[src/rtl/plru8_pkg.sv]
package plru8_pkg;
    localparam int WAYS   = 8;
    localparam int WAY_W  = 3;
    localparam int NODES  = WAYS - 1;

    typedef logic [NODES-1:0] tree_t;
    typedef logic [WAY_W-1:0] way_t;
    typedef logic [WAYS-1:0]  vmask_t;
endpackage

[src/rtl/plru8_tree_walk.sv]
module plru8_tree_walk
    import plru8_pkg::*;
(
    input  tree_t tree,
    output way_t  leaf_way
);
    logic       upper;
    logic       mid;
    int unsigned leaf_node;

    always_comb begin
        upper     = tree[0];
        mid       = upper ? tree[2] : tree[1];
        leaf_node = upper ? (tree[2] ? 6 : 5) : (tree[1] ? 4 : 3);
        leaf_way  = {upper, mid, tree[leaf_node]};
    end
endmodule

[src/rtl/plru8_first_free.sv]
module plru8_first_free
    import plru8_pkg::*;
(
    input  vmask_t valid_mask,
    output logic   any_free,
    output way_t   free_way
);
    always_comb begin
        any_free = ~&valid_mask;
        free_way = '0;
        for (int w = WAYS - 1; w >= 0; w--) begin
            if (!valid_mask[w]) free_way = way_t'(w);
        end
    end
endmodule

[src/rtl/plru8_tree_update.sv]
module plru8_tree_update
    import plru8_pkg::*;
(
    input  tree_t cur_tree,
    input  way_t  way,
    output tree_t new_tree
);
    int unsigned half_node;
    int unsigned leaf_node;

    always_comb begin
        half_node = way[2] ? 2 : 1;
        leaf_node = way[2] ? (way[1] ? 6 : 5) : (way[1] ? 4 : 3);
        new_tree            = cur_tree;
        new_tree[0]         = ~way[2];
        new_tree[half_node] = ~way[1];
        new_tree[leaf_node] = ~way[0];
    end
endmodule

[src/rtl/plru8_sel.sv]
module plru8_sel
    import plru8_pkg::*;
#(
    parameter int SETS  = 128,
    localparam int SET_W = (SETS > 1) ? $clog2(SETS) : 1
) (
    input  logic             clk,
    input  logic             rst,
    input  logic [SET_W-1:0] set_idx,
    input  logic             acc_en,
    input  logic [2:0]       acc_way,
    input  logic [7:0]       valid_mask,
    input  logic             victim_req,
    output logic [2:0]       victim_way
);
    typedef struct packed {
        logic [SETS-1:0][NODES-1:0] tree;
    } state_t;

    state_t st_d, st_q;

    tree_t cur_tree;
    tree_t upd_tree;
    way_t  walk_way;
    way_t  free_way;
    logic  any_free;

    assign cur_tree = st_q.tree[set_idx];

    plru8_tree_walk i_walk (
        .tree     (cur_tree),
        .leaf_way (walk_way)
    );

    plru8_first_free i_free (
        .valid_mask (valid_mask),
        .any_free   (any_free),
        .free_way   (free_way)
    );

    plru8_tree_update i_upd (
        .cur_tree (cur_tree),
        .way      (acc_way),
        .new_tree (upd_tree)
    );

    always_comb begin
        st_d = st_q;
        if (acc_en) st_d.tree[set_idx] = upd_tree;
        if (!victim_req)   victim_way = '0;
        else if (any_free) victim_way = free_way;
        else               victim_way = walk_way;
    end

    always_ff @(posedge clk) begin
        if (rst) st_q <= '0;
        else     st_q <= st_d;
    end


    free_way_empty_chk: assert property (@(posedge clk) disable iff (rst)
        (victim_req && valid_mask != 8'hFF) |-> !valid_mask[victim_way]);


    free_way_lowest_chk: assert property (@(posedge clk) disable iff (rst)
        (victim_req && valid_mask != 8'hFF) |->
            ((valid_mask & ((8'd1 << victim_way) - 8'd1)) == ((8'd1 << victim_way) - 8'd1)));


    three_nodes_chk: assert property (@(posedge clk) disable iff (rst)
        acc_en |=> ($countones(st_q.tree[$past(set_idx)] ^ $past(cur_tree)) <= 3));


    walk_leaves_chk: assert property (@(posedge clk) disable iff (rst)
        acc_en |=> ($past(acc_way) != {st_q.tree[$past(set_idx)][0],
            (st_q.tree[$past(set_idx)][0] ? st_q.tree[$past(set_idx)][2]
                                          : st_q.tree[$past(set_idx)][1]),
            $past(acc_way[0])}));


    idle_hold_chk: assert property (@(posedge clk) disable iff (rst)
        !acc_en |=> $stable(st_q));


    idle_victim_chk: assert property (@(posedge clk) disable iff (rst)
        !victim_req |-> (victim_way == 3'd0));
endmodule

[config.mk]
export PLATFORM = sky130hd
export DESIGN_NAME = plru8_sel
export DESIGN_NICKNAME = d
export VERILOG_FILES = /design/src/rtl/plru8_pkg.sv /design/src/rtl/plru8_tree_walk.sv /design/src/rtl/plru8_first_free.sv /design/src/rtl/plru8_tree_update.sv /design/src/rtl/plru8_sel.sv
export SDC_FILE = /design/constraint.sdc
export NUM_CORES = 2
export LEC_CHECK = 0
export BUFFER_PORTS_ARGS = -buffer_cell sky130_fd_sc_hd__buf_2
export CORE_MARGIN = 4
export CORE_UTILIZATION = 55
export DETAILED_ROUTE_END_ITERATION = 10
export PLACE_DENSITY_LB_ADDON = 0.15
export SETUP_SLACK_MARGIN = 0.02
export SLEW_MARGIN = 20
export SYNTH_ARGS = -nofsm -noshare
export SYNTH_HDL_FRONTEND = slang
export SYNTH_HIERARCHICAL = 1
export SYNTH_SLANG_ARGS = --single-unit
export TNS_END_PERCENT = 30
[constraint.sdc]
create_clock -name clk -period 2.68 [get_ports clk]
set_clock_uncertainty 0.05 [all_clocks]
set_input_delay 0 -clock clk [delete_from_list [all_inputs] [get_ports clk]]
set_output_delay 0 -clock clk [all_outputs]
set_load 0.01 [all_outputs]
==> results.md <==
- Status: complete, but fails checks
- Failing checks: setup timing
- Antenna Nets Post-Route: 0
- Tmin final: 3.655 ns
- Area growth from synthesis to layout: 30.60%
- Grt total ovfl: 0
- Layout Nets: 5,290
- P_leak: 16.96 nW
- Final worst-path cycle share: 1.364
- Worst slew pin tran: 0.9845 ns
- Pre-CTS setup slack: -0.7857 ns
- 1st-iter DRT viols: 7,828
- Biggest registers after layout: st_q x896
- Worst setup path class: flop to primary output
- R2R Path End: st_q[604]
- Slew Viols, Final: 0
- Seq/Total Area, Yosys: 0.4541
- Largest net degree at the start of global routing: 110
- Sink Count: 896
- Share of cells above drive strength 1: 0.2449
- Vias per inst: 7.001
- Yosys warns: 6
- Setup slack, reg-to-reg: -0.69 ns
- Number of global-route vias before repair: 39.61k
- I/O pin cnt: 25
- I/O Buffers: 24
- Peak VDD IR: 551.5 µV
- DR pass1 iterations: 7
- Post-route setup slack: -0.9751 ns
- Commonest cells after routing, fill and taps aside: 1,008 x nand2_1, 881 x dfxtp_1, 746 x a21oi_1
- Gate Count Post-Synth: 5,087
- HP Class: primary input to flop
- Post-synth net total: 5,113
- Die Ht: 276.0 µm
- Async SR Flop Fraction: 0
- Crit start category: flop
- H-tree depth: 3
- Synth Area per Inst: 7.765 µm²
- Crit Path Max Fanout: 2
- Distinct cells, synth: 65
- Largest Register: st_q
- Power Dens Cells: 619.1 mW/mm²
- Row cnt: 97
- RD Place Congestion: 0.9525
- Final Hold Vio Count: 0
- Number of buffers created by CTS: 93
- Max FFs per register: 896
- Fill count: 5,233
- Drt drc: 0
- Max Clk Rate: 0.2736 GHz
- Clk_lat worst skew: 0.67 ns
- Clk slew on worst S/H paths: 0.07 ns
- Final WL: 166,700 µm
- Worst Hold Depth: 5
- Worst EP arrival: 3.61 ns
- RSZ-0062 raised after global routing: true
- Synthesized area: 0.03950 mm²
- GRT Util Overall: 0.4033
- EDFF count, synth: 0
- Drt wl/cell: 26.55 µm
- Die extent in x: 276.0 µm
- First-pass GRT wire length: 240,100 µm
- Critical R2R Launch: st_q[352]
- Initial antenna violation count: 3
- Endpoint class of the critical path: primary output
- Starting density of the core: 0.5592
- Root Buffer: clkbuf_16
- CTS tree: done
- Synth Register Bits: 896
- Dpl hpwl: 94,410 µm
- Req. time, crit path: 2.63 ns
- Reg2Reg Depth: 13
- Most common cell after layout, fill and taps aside: nand2_1
- Fin util: 0.7303
- Setup TNS: -230.34 ns
- Ys flop type: dfxtp_1
- Die area: 0.07617 mm²
- Max-cap violations: 0
- HP Start: acc_en
- Final Setup Violations: 770
- Clock buffer depth: 3
- Via count: 43.96k
- Core area: 0.07064 mm²
- Slew margin rel.: 0.3412
- Hold worst-path end: st_q[891]
[cells by family after synthesis]
| family | Yosys count | share of synthesized area |
|---|---|---|
| adder cells (fa/ha/maj) | 4 | 0.001267 |
| multiplexers | 65 | 0.02597 |
| AO/OA/AOI/OAI | 1714 | 0.2626 |
| AND/OR/NAND/NOR | 1849 | 0.1975 |
| flip-flops | 896 | 0.4541 |
| buffers and inverters | 559 | 0.05854 |
[timing repair]
action / 4_1_cts / 5_1_grt
cloned: 41 / 13
endpoints found under the setup margin: 623 / 771
resized for setup: 276 / 402
endpoints found under the hold margin: 84 / 0
setup buffers: 34 / 17
hold buffers: 1 / 0
pin swaps: 47 / 67
[final cells by class]
class | count | area (µm²) | share of cell area
diodes | 2 | 5.005 | 0.00009702
repair buffers | 630 | 7015 | 0.1360
inverters | 8 | 33.78 | 0.0006549
multi-input cells | 3635 | 22250 | 0.4314
flip-flops and latches | 896 | 17960 | 0.3481
well taps | 940 | 1176 | 0.02280
clock inverters | 26 | 370.4 | 0.007180
clock buffers | 142 | 2774 | 0.05377
[critical path, stage by stage, from the launching register on]
cell	delay, ns
dfxtp_1	0.33
a221oi_1	0.40
o22ai_1	0.21
a22o_2	0.32
a311o_1	0.35
or3_4	0.35
buf_6	0.13
mux2i_1	0.12
mux2i_1	0.19
buf_4	0.16
mux2i_2	0.07
nor2b_1	0.16
buf_2	0.16
[per-stage QoR]
stage / cells / power, mW / hold WS, ns / cell area [µm²]
global route: 6277 / 32.44 / 0.02733 / 51580
finish: 6279 / 31.94 / 0.004485 / 51580
floorplan: 5087 / 15.24 / 0.08710 / 39530
detailed placement: 6022 / 16.97 / 0.2852 / 43880
global placement: 6022 / 16.97 / 0.2828 / 43880
CTS: 6265 / 31.30 / 0.0003040 / 49620
[worst max path at each step]
stage / from / endpoint / slack (ns) / depth (start not counted)
2_1_floorplan: set_idx[1] / st_q[18] / -0.02 / 15
3_3_place_gp: set_idx[0] / st_q[118] / -0.71 / 14
3_5_place_dp: set_idx[0] / st_q[601] / -0.79 / 14
4_1_cts: st_q[324] / victim_way[0] / -0.88 / 13
5_1_grt: st_q[114] / victim_way[0] / -1.02 / 14
6_report: st_q[352] / victim_way[0] / -0.98 / 12
[report_power, final]
part / internal, mW / switching [mW] / total (mW)
clock network: 7.98 / 5.63 / 13.6
logic: 1.87 / 3.09 / 4.97
registers: 13.3 / 0.0181 / 13.4
total: 23.2 / 8.74 / 31.9
[Yosys cell counts, types with 4 or more instances]
cell type	count	share of area
buf_6	10	0.0029
o311ai_1	4	0.00089
nor2b_1	12	0.0019
buf_1	22	0.0021
nand2_1	1084	0.10
nand3_1	584	0.074
a221oi_1	359	0.080
o22ai_1	23	0.0036
o311ai_0	8	0.0018
mux2_2	12	0.0034
a21oi_1	912	0.12
mux4_2	28	0.016
buf_4	5	0.00095
o22a_1	5	0.0011
buf_2	96	0.012
o211ai_1	4	0.00076
nand2b_1	8	0.0013
a21o_1	6	0.0011
clkbuf_1	418	0.040
a22oi_1	15	0.0029
nor3_1	7	0.00089
mux2i_1	23	0.0058
a31oi_1	8	0.0013
inv_1	4	0.00038
a22o_1	4	0.00089
dfxtp_1	896	0.45
o221ai_1	44	0.0098
ha_1	4	0.0013
o21ai_0	295	0.037
nor2_1	133	0.013
[routing by layer]
layer | global-route usage | wire length (µm) | vias to the layer above
met2 | 0.6055 | 72110 | 3485
met4 | 0.2439 | 13060 | 0
met1 | 0.5257 | 60080 | 20910
met5 | 0 | 0 | -
met3 | 0.1001 | 21440 | 874
li1 | - | - | 18690
(Power assumes the default switching activity.)
